<file path="config.mk">
export PLATFORM = sky130hd
export DESIGN_NAME = adc_seq_ctrl
export DESIGN_NICKNAME = d
export VERILOG_FILES = /design/src/rtl/adc_seq_pkg.sv /design/src/rtl/adc_seq_clkdiv.sv /design/src/rtl/adc_seq_setup.sv /design/src/rtl/adc_seq_conv.sv /design/src/rtl/adc_seq_stub.sv /design/src/rtl/adc_seq_ctrl.sv
export SDC_FILE = /design/constraint.sdc
export NUM_CORES = 1
export LEC_CHECK = 0
export CAP_MARGIN = 20
export CORE_ASPECT_RATIO = 2
export CORE_MARGIN = 5
export CORE_UTILIZATION = 32
export DETAILED_ROUTE_END_ITERATION = 6
export DONT_BUFFER_PORTS = 1
export SLEW_MARGIN = 20
export SYNTH_ARGS = -nofsm -noshare
export SYNTH_HDL_FRONTEND = slang
export SYNTH_SLANG_ARGS = --single-unit
</file>
<file path="constraint.sdc">
create_clock -name clk -period 2.8 [get_ports clk]
set_input_delay 0.56 -clock clk [delete_from_list [all_inputs] [get_ports clk]]
set_output_delay 0.56 -clock clk [all_outputs]
set_load 0.02 [all_outputs]
</file>
<file path="src/rtl/adc_seq_pkg.sv">
package adc_seq_pkg;

   // register addresses
   typedef enum logic [1:0] {
      REG_CTRL = 2'd0,
      REG_DIV  = 2'd1,
      REG_RESH = 2'd2,
      REG_RESL = 2'd3
   } adc_reg_e;

   // control register bit positions
   localparam int CTL_EN    = 0;
   localparam int CTL_CHAN  = 1;
   localparam int CTL_START = 2;
   localparam int CTL_EOC   = 3;
   localparam int CTL_IE    = 4;
   localparam int CTL_IDLE  = 5;

endpackage

</file>
<file path="src/rtl/adc_seq_clkdiv.sv">
module adc_seq_clkdiv #(
   parameter int DIV_W = 5
) (
   input  logic             clk,
   input  logic             rst_n,
   input  logic             run,
   input  logic             restart,
   input  logic [DIV_W-1:0] div,
   output logic             tick
);

   logic [DIV_W-1:0] cnt_q;

   assign tick = run && !restart && (cnt_q == div);

   always_ff @(posedge clk or negedge rst_n) begin
      if (!rst_n) begin
         cnt_q <= '0;
      end else if (!run || restart || tick) begin
         cnt_q <= '0;
      end else begin
         cnt_q <= cnt_q + 1'b1;
      end
   end

endmodule

</file>
<file path="src/rtl/adc_seq_setup.sv">
module adc_seq_setup #(
   parameter int SETUP_TICKS = 4
) (
   input  logic clk,
   input  logic rst_n,
   input  logic en,
   input  logic tick,
   output logic rdy
);

   generate
      if (SETUP_TICKS == 0) begin : g_nowait
         logic rdy_q;
         always_ff @(posedge clk or negedge rst_n) begin
            if (!rst_n) rdy_q <= 1'b0;
            else        rdy_q <= en;
         end
         assign rdy = rdy_q;
         logic unused_tick;
         assign unused_tick = tick;
      end else begin : g_count
         localparam int SW = $clog2(SETUP_TICKS + 1);
         logic [SW-1:0] cnt_q;
         logic          rdy_q;
         always_ff @(posedge clk or negedge rst_n) begin
            if (!rst_n) begin
               cnt_q <= '0;
               rdy_q <= 1'b0;
            end else if (!en) begin
               cnt_q <= '0;
               rdy_q <= 1'b0;
            end else if (!rdy_q && tick) begin
               if (cnt_q == SW'(SETUP_TICKS - 1)) rdy_q <= 1'b1;
               else                               cnt_q <= cnt_q + 1'b1;
            end
         end
         assign rdy = rdy_q;
      end
   endgenerate

endmodule

</file>
<file path="src/rtl/adc_seq_conv.sv">
module adc_seq_conv #(
   parameter int CONV_TICKS = 11
) (
   input  logic clk,
   input  logic rst_n,
   input  logic launch,
   input  logic abort,
   input  logic tick,
   output logic busy,
   output logic done
);

   localparam int CW = $clog2(CONV_TICKS + 1);

   logic [CW-1:0] cnt_q;
   logic          busy_q;

   assign busy = busy_q;
   assign done = busy_q && tick && !abort && (cnt_q == CW'(CONV_TICKS - 1));

   always_ff @(posedge clk or negedge rst_n) begin
      if (!rst_n) begin
         busy_q <= 1'b0;
         cnt_q  <= '0;
      end else if (abort) begin
         busy_q <= 1'b0;
         cnt_q  <= '0;
      end else if (launch) begin
         busy_q <= 1'b1;
         cnt_q  <= '0;
      end else if (done) begin
         busy_q <= 1'b0;
         cnt_q  <= '0;
      end else if (busy_q && tick) begin
         cnt_q <= cnt_q + 1'b1;
      end
   end

endmodule

</file>
<file path="src/rtl/adc_seq_stub.sv">
module adc_seq_stub #(
   parameter int RES_W = 10
) (
   input  logic             clk,
   input  logic             rst_n,
   input  logic             sample,
   input  logic             sel,
   input  logic [RES_W-1:0] lvl0,
   input  logic [RES_W-1:0] lvl1,
   output logic [RES_W-1:0] code
);

   logic [RES_W-1:0] held_q;

   always_ff @(posedge clk or negedge rst_n) begin
      if (!rst_n)      held_q <= '0;
      else if (sample) held_q <= sel ? lvl1 : lvl0;
   end

   assign code = held_q;

endmodule

</file>
<file path="src/rtl/adc_seq_ctrl.sv">
module adc_seq_ctrl
   import adc_seq_pkg::*;
#(
   parameter int DIV_W       = 5,
   parameter int RES_W       = 10,
   parameter int SETUP_TICKS = 4,
   parameter int CONV_TICKS  = 11
) (
   input  logic             clk,
   input  logic             rst_n,
   input  logic             bus_wr,
   input  logic [1:0]       bus_addr,
   input  logic [7:0]       bus_wdata,
   output logic [7:0]       bus_rdata,
   input  logic [RES_W-1:0] ain0_level,
   input  logic [RES_W-1:0] ain1_level,
   output logic             irq,
   output logic             cpu_freeze
);

   localparam int LO_W = RES_W - 8;

   generate
      if (DIV_W < 1 || DIV_W > 7) begin : g_bad_div
         $error("adc_seq_ctrl: DIV_W must be 1..7");
      end
      if (RES_W < 9 || RES_W > 15) begin : g_bad_res
         $error("adc_seq_ctrl: RES_W must be 9..15");
      end
      if (CONV_TICKS < 1) begin : g_bad_conv
         $error("adc_seq_ctrl: CONV_TICKS must be at least 1");
      end
   endgenerate

   logic             wr_ctrl, wr_div;
   logic             en_q, chan_q, eoc_q, ie_q, idle_q, freeze_q;
   logic [DIV_W-1:0] div_q;
   logic [RES_W-1:0] res_q;
   logic [RES_W-1:0] stub_code;
   logic             tick, rdy, busy, done, launch, abort;

   assign wr_ctrl = bus_wr && (bus_addr == REG_CTRL);
   assign wr_div  = bus_wr && (bus_addr == REG_DIV);
   assign abort   = wr_ctrl && !bus_wdata[CTL_EN];
   assign launch  = wr_ctrl && bus_wdata[CTL_EN] && bus_wdata[CTL_START]
                    && en_q && rdy && !busy;

   logic unused_wdata;
   assign unused_wdata = ^{bus_wdata[7:6], bus_wdata[7:DIV_W]};

   adc_seq_clkdiv #(.DIV_W(DIV_W)) u_clkdiv (
      .clk     (clk),
      .rst_n   (rst_n),
      .run     (en_q),
      .restart (launch),
      .div     (div_q),
      .tick    (tick)
   );

   adc_seq_setup #(.SETUP_TICKS(SETUP_TICKS)) u_setup (
      .clk   (clk),
      .rst_n (rst_n),
      .en    (en_q),
      .tick  (tick),
      .rdy   (rdy)
   );

   adc_seq_conv #(.CONV_TICKS(CONV_TICKS)) u_conv (
      .clk    (clk),
      .rst_n  (rst_n),
      .launch (launch),
      .abort  (abort),
      .tick   (tick),
      .busy   (busy),
      .done   (done)
   );

   adc_seq_stub #(.RES_W(RES_W)) u_stub (
      .clk    (clk),
      .rst_n  (rst_n),
      .sample (launch),
      .sel    (bus_wdata[CTL_CHAN]),
      .lvl0   (ain0_level),
      .lvl1   (ain1_level),
      .code   (stub_code)
   );

   always_ff @(posedge clk or negedge rst_n) begin
      if (!rst_n) begin
         en_q     <= 1'b0;
         chan_q   <= 1'b0;
         eoc_q    <= 1'b0;
         ie_q     <= 1'b0;
         idle_q   <= 1'b0;
         freeze_q <= 1'b0;
         div_q    <= '0;
         res_q    <= '0;
      end else begin
         if (wr_div) div_q <= bus_wdata[DIV_W-1:0];
         if (wr_ctrl) begin
            en_q   <= bus_wdata[CTL_EN];
            chan_q <= bus_wdata[CTL_CHAN];
            ie_q   <= bus_wdata[CTL_IE];
            idle_q <= bus_wdata[CTL_IDLE];
            if (!bus_wdata[CTL_EOC]) eoc_q <= 1'b0;
         end
         if (done) begin
            eoc_q <= 1'b1;
            res_q <= stub_code;
         end
         if (launch)             freeze_q <= bus_wdata[CTL_IDLE];
         else if (done || abort) freeze_q <= 1'b0;
      end
   end

   assign irq        = eoc_q && ie_q;
   assign cpu_freeze = freeze_q;

   always_comb begin
      bus_rdata = '0;
      case (bus_addr)
         REG_CTRL: bus_rdata = {2'b00, idle_q, ie_q, eoc_q, busy, chan_q, en_q};
         REG_DIV:  bus_rdata = {{(8-DIV_W){1'b0}}, div_q};
         REG_RESH: bus_rdata = res_q[RES_W-1 -: 8];
         REG_RESL: bus_rdata = {{(8-LO_W){1'b0}}, res_q[LO_W-1:0]};
         default:  bus_rdata = '0;
      endcase
   end

endmodule

</file>
==> flow_summary_export.csv, run 1 <==
group,metric,value,unit
floorplanning,i_o_pin_total,43,
power_and_ir_drop,ir_drop,0.560,mV
global_route,overflow,0,
sta,final_hold_viol_count,0,
floorplanning,start_util,32.8,%
critical_path,worst-endpoint-required,2.98,ns
synth,post_synth_xor_area_fraction,3.11,%
routing,post-route-drc-count,0,
critical_path,crit_path_max_fanout,12,
critical_path,cp_cell_sequence,"inv_1 > ha_1 > nand2_1 > a211o_1 > or4_4 > mux2_4",
critical_path,top_family_by_delay_on_critical_path,"simple AND/OR/NAND/NOR gates",
critical_path,worst-setup-path-type,"flip-flop to flip-flop",
synth,synth_simple_gate_area_share,14.5,%
synth,synthesis.area_per_instance,11.2,sq um
synth,synth_top_flop_cell,"sky130_fd_sc_hd__dfrtp_1",
final_layout,final_net_count,242,
critical_path,critical_path.slowest_cell,"sky130_fd_sc_hd__or4_4",
floorplanning,fp-row-count,43,
final_layout,layout-drive-gt1-share,15.1,%
sta,setup-violations-final,0,
sta,period_minus_slack,2.07,ns
routing,drt_iter0_markers,52,
synth,synth_cell_types,40,
synth,synth.net_count,239,
critical_path,critPathBufInv,1,
final_layout,mostFrequentLayoutCell,"sky130_fd_sc_hd__dfrtp_1",
placed_design,dp_hpwl,3690,um
synth,ys_top_cells_by_area,"sky130_fd_sc_hd__dfrtp_1 50%, sky130_fd_sc_hd__mux2i_1 7.5%, sky130_fd_sc_hd__nand2_1 5.5%, sky130_fd_sc_hd__mux2_4 5.3%, sky130_fd_sc_hd__o21ai_0 4.2%",
clock_network,clock_path_buffers,2,
synth,synth_async_sr_flop_share,100,%
flow_run,cap_violations,0,
synth,synth.largest_area_cell,"sky130_fd_sc_hd__dfrtp_1",
final_layout,most-common-layout-cells,"45 x sky130_fd_sc_hd__dfrtp_1, 33 x sky130_fd_sc_hd__nand2_1, 19 x sky130_fd_sc_hd__o21ai_0",
sta,rsz0062_at_grt,"no",
synth,synth.area.mux_share,17.9,%
sta,finalSetupTns,0,ns
sta,post-route-period-util,73.9,%
final_layout,growth_of_design_area_from_synthesis_to_finish,13.6,%
synth,netlist_area,2260,sq um
critical_path,cp_data_arrival_time,2.25,ns
synth,yosysTopAreaCellShare,49.9,%
clock_network,cts-buffers-inserted,5,
critical_path,max_stage_delay,0.57,ns
clock_network,sink_count_of_the_clock_tree,45,
global_route,antenna_found_initial,0,
sta,finClkSkew,0.00460,ns
global_route,grt_usage,11.7,%
critical_path,critical_path.startpoint_type,"flip-flop",
synth,ys_ff_latch,45,
run_status,status,"finished clean",
synth,synth_top_family_by_area,"multiplexers",
synth,netlist_instances,201,
routing,avgRoutedWirePerCell,16.0,um
global_route,grt.met2_usage,22.4,%
clock_network,post_cts_resized,0,
global_route,grt_start_max_net_pins,46,
sta,fmaxAchievable,483,MHz
synth,synth_seq_area_share,49.9,%
final_layout,insertedDiodeCount,0,
clock_network,clock_insertion_delay_worst_skew,0.29,ns
routing,vias,1474,
routing,avgViaCountPerCell,5.00,
global_route,first_global_vias,1685,
floorplanning,dieArea,8930,sq um
global_route,use_met1,11.2,%
synth,yosysWarnings,0,
floorplanning,placeableCoreArea,6890,sq um
routing,drt.antenna.violating_nets,0,
global_route,met3_routing_resource_usage_after_global_routing,2.74,%
synth,synth_compound_area_share,8.54,%
power_and_ir_drop,total_leakage_power,1.18,nW
floorplanning,floorplan.die.height,129,um
synth,arithmetic_cell_share_of_the_synthesized_area_counting_full_adders_half_adders_and_majority_gates,2.77,%
clock_network,tritoncts,"built",
sta,pins_over_slew_limit,0,
placed_design,numPortBuffers,0,
sta,slew_headroom,48.7,%
power_and_ir_drop,power_density,650,nW/um^2
final_layout,filler_cell_count,736,
placed_design,placedCellCount,286,
routing,dr.pass1.iters,4,
synth,synth-edff-count,0,
critical_path,worstSetupEndpointType,"flip-flop",
global_route,grt_pass1_wl,8270,um
global_route,grt_most_used_layer,"met2",
sta,timing_worst_slew_pin_value,0.761,ns
final_layout,finalNonFillerCells,295,
hold_path,worst_hold_path_type,"primary input to asynchronous set/reset pin",
clock_network,ctsHtreeMaxLevel,2,
clock_network,clock-root-buffer,"sky130_fd_sc_hd__clkbuf_16",
placed_design,finalWeightedCongestion,0.806,
floorplanning,floorplan.die.width,69.4,um
clock_network,clk_pin_slew_worst_paths,0.06,ns
routing,wl,4730,um
-- cell usage after synthesis, types with 2 or more instances --
| cell | number |
|---|---|
| sky130_fd_sc_hd__or4b_1 | 2 |
| sky130_fd_sc_hd__mux4_2 | 2 |
| sky130_fd_sc_hd__clkbuf_1 | 4 |
| sky130_fd_sc_hd__nand2_1 | 33 |
| sky130_fd_sc_hd__inv_1 | 7 |
| sky130_fd_sc_hd__nor4_1 | 2 |
| sky130_fd_sc_hd__a32o_1 | 2 |
| sky130_fd_sc_hd__o21ai_0 | 19 |
| sky130_fd_sc_hd__nor2_1 | 7 |
| sky130_fd_sc_hd__and2_1 | 3 |
| sky130_fd_sc_hd__a211o_1 | 2 |
| sky130_fd_sc_hd__dfrtp_1 | 45 |
| sky130_fd_sc_hd__xnor2_1 | 6 |
| sky130_fd_sc_hd__mux2_2 | 6 |
| sky130_fd_sc_hd__mux2_4 | 8 |
| sky130_fd_sc_hd__xor2_1 | 2 |
| sky130_fd_sc_hd__nand3_1 | 5 |
| sky130_fd_sc_hd__mux2i_1 | 17 |
| sky130_fd_sc_hd__nand2b_1 | 2 |
| sky130_fd_sc_hd__a21boi_0 | 2 |
| sky130_fd_sc_hd__buf_6 | 2 |
| sky130_fd_sc_hd__ha_1 | 5 |
-- layer usage --
layer  vias up  routed length, um
met3         8                323
li1        707                  -
met4         0                153
met2        39               2640
met5         -                  0
met1       720               1610
-- cell type report --
cell class	count	area, sq um	share of cell area, %
Clock inverter	3	68.8	2.68
Clock buffer	5	125	4.88
Timing Repair Buffer	4	50.0	1.95
Inverter	7	26.3	1.02
Tap cell	90	113	4.39
Sequential cell	45	1130	43.9
Multi-Input combinational cell	141	1050	41.1
-- flip-flops by register name, indices dropped and copies added, names as in the netlist, 3 cells and up --
name                   flops
div_q                      5
res_q                     10
u_clkdiv.cnt_q             5
u_conv.cnt_q               4
u_setup.g_count.cnt_q      3
u_stub.code               10
-- repair_timing --
action	in CTS	in global routing
buffers inserted	0	0
endpoints found under the hold margin	45	0
hold buffers	1	0
-- cell families after synthesis --
| logic type | count (synthesis) |
|---|---|
| AND/OR/NAND/NOR | 64 |
| flip-flops | 45 |
| multiplexers | 33 |
| AO/OA/AOI/OAI | 31 |
| buffers and inverters | 15 |
| XOR/XNOR | 8 |
| adder cells (fa/ha/maj) | 5 |
-- where the power goes --
group          total [W]  switching, W  internal [W]  leakage [nW]
Combinational   0.000174     0.0000979     0.0000759         0.475
Clock           0.000768      0.000254      0.000514        0.0944
Sequential      0.000723     0.0000380      0.000685         0.610
-- through the flow --
| stage | utilization, % | instance area [sq um] | total power [W] | hold slack (ns) | worst slack [ns] |
|---|---|---|---|---|---|
| after global routing | 37.2 | 2560 | 0.00173 | 0.123 | 0.637 |
| final | 37.2 | 2560 | 0.00167 | 0.106 | 0.730 |
| after CTS | 37.2 | 2560 | 0.00168 | 0.119 | 0.711 |
| after global placement | 34.0 | 2340 | 0.000888 | 0.266 | 0.673 |
| after detailed placement | 34.0 | 2340 | 0.000893 | 0.265 | 0.660 |
| after floorplan | - | 2260 | 0.000860 | 0.264 | 0.682 |
-- worst register-to-register path, cell delays in order, from the launching register on --
cell	delay, ns
sky130_fd_sc_hd__dfrtp_1	0.42
sky130_fd_sc_hd__inv_1	0.07
sky130_fd_sc_hd__ha_1	0.17
sky130_fd_sc_hd__nand2_1	0.06
sky130_fd_sc_hd__a211o_1	0.33
sky130_fd_sc_hd__or4_4	0.57
sky130_fd_sc_hd__mux2_4	0.34
-- worst paths after layout --
path	startpoint	endpoint	slack [ns]	cells past startpoint
worst max register to register	u_conv.cnt_q[0]	res_q[2]	0.73	6
min in group clk	bus_wdata[4]	ie_q	0.38	2
worst min-delay path	rst_n	eoc_q	0.11	1
max in group asynchronous	rst_n	u_setup.g_count.cnt_q[2]	2.48	1
worst min register to register	u_stub.code[6]	u_stub.code[6]	0.48	2
worst max-delay path	u_conv.cnt_q[0]	res_q[2]	0.73	6
Power figures use the tool's default switching activity.
==> run 2: changes to the inputs <==
==> constraint.sdc (replaced) <==
create_clock -name clk -period 1.8 [get_ports clk]
set_input_delay 0.36 -clock clk [delete_from_list [all_inputs] [get_ports clk]]
set_output_delay 0.36 -clock clk [all_outputs]
set_load 0.02 [all_outputs]
==> flow_summary_export.csv, run 2 (synthesis gave the netlist of run 1 again) <==
group,metric,value,unit
run_status,status,"finished, violations left",
run_status,failed_checks,"setup timing",
sta,post-route-period-util,106,%
floorplanning,placeableCoreArea,6890,sq um
power_and_ir_drop,total_leakage_power,1.30,nW
final_layout,insertedDiodeCount,0,
sta,finClkSkew,0.00481,ns
placed_design,finalWeightedCongestion,0.759,
routing,avgViaCountPerCell,4.90,
clock_network,clk_pin_slew_worst_paths,0.06,ns
critical_path,critical_path.startpoint_type,"flip-flop",
sta,slew_headroom,67.9,%
placed_design,dp_hpwl,3750,um
final_layout,filler_cell_count,722,
clock_network,clock_insertion_delay_worst_skew,0.28,ns
critical_path,critical_path.slowest_cell,"sky130_fd_sc_hd__or4_4",
routing,drt.antenna.violating_nets,0,
routing,vias,1567,
clock_network,tritoncts,"built",
sta,final_hold_viol_count,0,
final_layout,most-common-layout-cells,"45 x sky130_fd_sc_hd__dfrtp_1, 33 x sky130_fd_sc_hd__nand2_1, 26 x sky130_fd_sc_hd__buf_4",
floorplanning,floorplan.die.width,69.4,um
power_and_ir_drop,comb_pwr_share,14.9,%
hold_path,worstHoldEndpoint,"idle_q",
routing,drt_iter0_markers,67,
final_layout,mostFrequentLayoutCell,"sky130_fd_sc_hd__dfrtp_1",
sta,fmaxAchievable,523,MHz
power_and_ir_drop,internal-power,0.00195,W
routing,wl,5140,um
critical_path,r2r_setup_slk,-0.11,ns
sta,setup-violations-final,11,
power_and_ir_drop,share_clk_of_total_power,41.8,%
global_route,overflow,0,
critical_path,critical_path.reg2reg.startpoint,"u_conv.cnt_q[0]",
global_route,grt_usage,12.4,%
critical_path,worst-endpoint-required,1.97,ns
global_route,antenna_found_initial,0,
final_layout,final_net_count,267,
clock_network,clock-root-buffer,"sky130_fd_sc_hd__clkbuf_16",
hold_path,worst_hold_path_type,"primary input to flip-flop",
critical_path,r2r_cells,6,
sta,rsz0062_at_grt,"yes",
critical_path,worst-setup-path-type,"flip-flop to flip-flop",
power_and_ir_drop,switching_share_of_power,23.8,%
flow_run,cap_violations,0,
floorplanning,dieArea,8930,sq um
critical_path,cp_cell_sequence,"inv_2 > ha_4 > nand2_1 > a211o_1 > or4_4 > mux2_4",
final_layout,layout-drive-gt1-share,24.8,%
sta,fin_ws,-0.110,ns
floorplanning,start_util,32.8,%
clock_network,clock_path_buffers,2,
sta,pins_over_slew_limit,0,
hold_path,min_path_cells,2,
power_and_ir_drop,power_density,929,nW/um^2
floorplanning,floorplan.die.height,129,um
power_and_ir_drop,ir_drop,0.633,mV
critical_path,cp_data_arrival_time,2.08,ns
critical_path,regToRegEndpoint,"res_q[7]",
final_layout,growth_of_design_area_from_synthesis_to_finish,22.0,%
routing,post-route-drc-count,0,
sta,finalSetupTns,-0.993,ns
hold_path,hold_path.startpoint,"bus_wdata[5]",
global_route,first_global_vias,1733,
placed_design,numPortBuffers,0,
critical_path,worstSetupEndpointType,"flip-flop",
power_and_ir_drop,power_frac_seq,43.3,%
clock_network,ctsHtreeMaxLevel,2,
floorplanning,i_o_pin_total,43,
critical_path,crit_path_max_fanout,6,
floorplanning,fp-row-count,43,
power_and_ir_drop,total_switching_power,0.000608,W
clock_network,cts-buffers-inserted,5,
power_and_ir_drop,power,0.00256,W
global_route,grt_start_max_net_pins,46,
sta,timing_worst_slew_pin_value,0.478,ns
routing,dr.pass1.iters,4,
global_route,grt_pass1_wl,8600,um
critical_path,max_stage_delay,0.54,ns
sta,period_minus_slack,1.91,ns
clock_network,sink_count_of_the_clock_tree,45,
routing,avgRoutedWirePerCell,16.1,um
## run 2: final cells by class
type	instances	area [sq um]	share of cell area, %
clock inverters	1	30.0	1.09
inverters	7	26.3	0.955
multi-input cells	142	1080	39.3
clock buffers	7	143	5.18
well taps	90	113	4.09
repair buffers	28	233	8.45
flip-flops and latches	45	1130	40.9
## run 2: power groups by stage
stage                     Combinational (W)  Clock (W)  Sequential (W)
after floorplan                    0.000216          0         0.00112
after global placement             0.000328          0         0.00113
after detailed placement           0.000337          0         0.00113
after CTS                          0.000385    0.00108         0.00111
after global routing               0.000426    0.00113         0.00111
final                              0.000382    0.00107         0.00111
## run 2: worst max-delay path: cells and delay by family (launching register included)
kind | cells | cell delay [ns]
simple gates | 2 | 0.59
fa+ha+maj | 1 | 0.13
flops | 1 | 0.39
mux | 1 | 0.33
compound gates | 1 | 0.28
buf+inv | 1 | 0.07
## run 2: metrics by stage
stage | hold slack (ns) | instances | area, sq um | utilization [%] | setup slack [ns]
floorplan | 0.0644 | 201 | 2260 | - | -0.125
detailed placement | 0.0657 | 306 | 2490 | 36.2 | -0.141
global route | 0.196 | 320 | 2750 | 40.0 | -0.172
CTS | 0.181 | 318 | 2720 | 39.5 | -0.138
finish | 0.183 | 320 | 2750 | 40.0 | -0.110
global placement | 0.0654 | 306 | 2490 | 36.2 | -0.129
## run 2: worst max path at each step
| stage | to | cells past startpoint | start | slack, ns |
|---|---|---|---|---|
| final | res_q[7] | 6 | u_conv.cnt_q[0] | -0.11 |
| after global routing | res_q[8] | 6 | u_conv.cnt_q[0] | -0.17 |
| after CTS | res_q[7] | 6 | u_conv.cnt_q[0] | -0.14 |
| after detailed placement | res_q[7] | 6 | u_conv.cnt_q[0] | -0.14 |
| after global placement | res_q[7] | 6 | u_conv.cnt_q[0] | -0.13 |
| after floorplan | res_q[1] | 7 | u_conv.cnt_q[0] | -0.12 |
## run 2: what timing repair did
action / CTS / global route
cloned: 1 / 0
setup buffers: 1 / 2
endpoints found under the setup margin: 13 / 14
resized for setup: 2 / 5
pin swaps: 1 / 1
hold buffers: 2 / 0
hold endpoints to repair: 45 / 0
## run 2: layer usage
layer / vias to the layer above / wire (um) / GRT usage [%] / share of wire, %
li1: 762 / - / - / -
met1: 760 / 1980 / 13.0 / 38
met2: 35 / 2810 / 23.3 / 55
met3: 10 / 209 / 2.35 / 4.1
met4: 0 / 139 / 6.10 / 2.7
met5: - / 0 / 0 / 0
==> run 3: changes to the inputs <==
--- a/config.mk
+++ b/config.mk
@@ -6,11 +6,12 @@
 export NUM_CORES = 1
 export LEC_CHECK = 0
 export CAP_MARGIN = 20
-export CORE_ASPECT_RATIO = 2
+export CORE_ASPECT_RATIO = 1.25
 export CORE_MARGIN = 5
 export CORE_UTILIZATION = 32
 export DETAILED_ROUTE_END_ITERATION = 6
 export DONT_BUFFER_PORTS = 1
+export RECOVER_POWER = 100
 export SLEW_MARGIN = 20
 export SYNTH_ARGS = -nofsm -noshare
 export SYNTH_HDL_FRONTEND = slang
==> flow_summary_export.csv, run 3 (synthesis gave the netlist of run 1 again) <==
group,metric,value,unit
clock_network,cts-buffers-inserted,5,
clock_network,tritoncts,"built",
power_and_ir_drop,ir_drop,0.419,mV
critical_path,crit_path_max_fanout,6,
final_layout,filler_cell_count,692,
final_layout,most-common-layout-cells,"45 x sky130_fd_sc_hd__dfrtp_1, 33 x sky130_fd_sc_hd__nand2_1, 23 x sky130_fd_sc_hd__buf_4",
floorplanning,floorplan.die.width,85.1,um
sta,setup-violations-final,11,
sta,rsz0062_at_grt,"yes",
floorplanning,i_o_pin_total,43,
global_route,grt_pass1_wl,8340,um
critical_path,critical_path.slowest_cell,"sky130_fd_sc_hd__or4_4",
critical_path,max_stage_delay,0.53,ns
run_status,failed_checks,"setup timing",
power_and_ir_drop,share_clk_of_total_power,28.7,%
critical_path,worstSetupEndpointType,"flip-flop",
hold_path,min_path_cells,2,
critical_path,top_family_by_delay_on_critical_path,"simple AND/OR/NAND/NOR gates",
clock_network,ctsHtreeMaxLevel,2,
floorplanning,dieArea,8840,sq um
global_route,grt_usage,12.0,%
power_and_ir_drop,comb_pwr_share,18.5,%
power_and_ir_drop,power_density,790,nW/um^2
sta,post-route-period-util,106,%
routing,drt_iter0_markers,65,
routing,dr.pass1.iters,4,
power_and_ir_drop,total_switching_power,0.000561,W
critical_path,r2r_cells,6,
placed_design,preCtsSetupSlack,-0.136,ns
final_layout,combined_flip_flop_and_latch_cell_area,1130,sq um
critical_path,critical_path.startpoint_type,"flip-flop",
placed_design,numPortBuffers,0,
sta,finClkSkew,0.00666,ns
routing,post-route-drc-count,0,
floorplanning,placeableCoreArea,6930,sq um
placed_design,dp_hpwl,3540,um
critical_path,worst-endpoint-required,1.98,ns
power_and_ir_drop,switching_share_of_power,26.8,%
power_and_ir_drop,power_frac_seq,52.7,%
floorplanning,start_util,32.5,%
global_route,antenna_found_initial,0,
sta,timing_worst_slew_pin_value,1.14,ns
power_and_ir_drop,internal-power,0.00153,W
clock_network,clock_path_buffers,2,
power_and_ir_drop,total_leakage_power,1.25,nW
sta,slew_headroom,23.9,%
clock_network,clock_insertion_delay_worst_skew,0.30,ns
critical_path,cp_cell_sequence,"inv_1 > ha_2 > nand2_1 > a211o_1 > or4_4 > mux2_4",
routing,wl,4940,um
run_status,status,"finished, violations left",
sta,pins_over_slew_limit,0,
floorplanning,fp-row-count,34,
sta,final_hold_viol_count,0,
final_layout,multi_input_comb_area,1070,sq um
global_route,overflow,0,
final_layout,growth_of_design_area_from_synthesis_to_finish,17.4,%
hold_path,worst_hold_path_type,"primary input to flip-flop",
sta,timing.hold.ws,0.167,ns
routing,drt.antenna.violating_nets,0,
final_layout,layout-drive-gt1-share,24.5,%
global_route,grt_start_max_net_pins,46,
critical_path,cp_data_arrival_time,2.10,ns
final_layout,mostFrequentLayoutCell,"sky130_fd_sc_hd__dfrtp_1",
placed_design,finalWeightedCongestion,0.764,
sta,fin_ws,-0.115,ns
routing,vias,1588,
critical_path,critPathBufInv,1,
routing,avgRoutedWirePerCell,15.3,um
placed_design,placedCellCount,308,
flow_run,cap_violations,0,
clock_network,sink_count_of_the_clock_tree,45,
final_layout,insertedDiodeCount,0,
clock_network,clk_pin_slew_worst_paths,0.08,ns
final_layout,final_net_count,270,
global_route,first_global_vias,1703,
floorplanning,floorplan.die.height,104,um
critical_path,worst-setup-path-type,"flip-flop to flip-flop",
final_layout,finalNonFillerCells,323,
routing,avgViaCountPerCell,4.92,
sta,fmaxAchievable,522,MHz
sta,period_minus_slack,1.92,ns
clock_network,clock-root-buffer,"sky130_fd_sc_hd__clkbuf_8",
critical_path,worstSetupPathDepth,6,
[run 3: cell count changes in the layout (fill, tap and decap cells not counted), moves of 2 or more]
cell                        delta
sky130_fd_sc_hd__clkinv_2      +2
sky130_fd_sc_hd__clkbuf_4      +4
sky130_fd_sc_hd__clkbuf_8      +4
sky130_fd_sc_hd__buf_4         -3
sky130_fd_sc_hd__clkbuf_16     -5
[run 3: repair_timing]
| action | in CTS | in global routing |
|---|---|---|
| endpoints found under the setup margin | 14 | 12 |
| pin swaps | 2 | 0 |
| gates resized for setup | 1 | 2 |
| endpoints found under the hold margin | 45 | 0 |
| cloned | 1 | 0 |
| hold buffers | 2 | 0 |
| buffers inserted | 2 | 2 |
[run 3: power by group through the flow]
stage	clock network (W)	logic (W)	registers, W
5_1_grt	0.000670	0.000434	0.00111
2_1_floorplan	0	0.000216	0.00112
3_3_place_gp	0	0.000346	0.00112
6_report	0.000601	0.000388	0.00110
4_1_cts	0.000627	0.000400	0.00110
3_5_place_dp	0	0.000356	0.00113
[run 3: worst reg2reg max path, stage by stage, from the launching register on]
cell	delay (ns)
sky130_fd_sc_hd__dfrtp_1	0.38
sky130_fd_sc_hd__inv_1	0.06
sky130_fd_sc_hd__ha_2	0.17
sky130_fd_sc_hd__nand2_1	0.05
sky130_fd_sc_hd__a211o_1	0.27
sky130_fd_sc_hd__or4_4	0.53
sky130_fd_sc_hd__mux2_4	0.33
[run 3: metal layers]
layer | global-route usage, % | part of all wire (%) | vias up
met5 | 0 | 0 | -
met4 | 4.75 | 1.8 | 0
met3 | 3.41 | 6.3 | 6
met2 | 21.1 | 53 | 36
met1 | 13.3 | 39 | 777
li1 | - | - | 769
[run 3: path summary, 6_finish.rpt]
check	startpoint	endpoint	slack [ns]
max	u_conv.cnt_q[0]	res_q[5]	-0.12
min	bus_wdata[5]	idle_q	0.17
max reg2reg	u_conv.cnt_q[0]	res_q[5]	-0.12
min reg2reg	u_stub.code[0]	u_stub.code[0]	0.48
max in group asynchronous	rst_n	u_stub.code[0]	0.27
min in group asynchronous	rst_n	en_q	0.82
[run 3: per-stage QoR]
step	utilization (%)	total power, W	TNS (ns)	area (sq um)
final	38.2	0.00209	-1.00	2650
after global routing	38.2	0.00221	-1.67	2650
after CTS	38.3	0.00213	-1.24	2650
after detailed placement	36.2	0.00148	-1.38	2510
after global placement	36.2	0.00147	-1.17	2510
after floorplan	-	0.00134	-1.08	2260
[run 3: layout make-up]
class,instances,share of cell area [%]
clock buffers,6,2.74
clock inverters,2,0.378
inverters,7,0.992
multi-input cells,142,40.3
flip-flops and latches,45,42.5
well taps,90,4.25
repair buffers,31,8.79
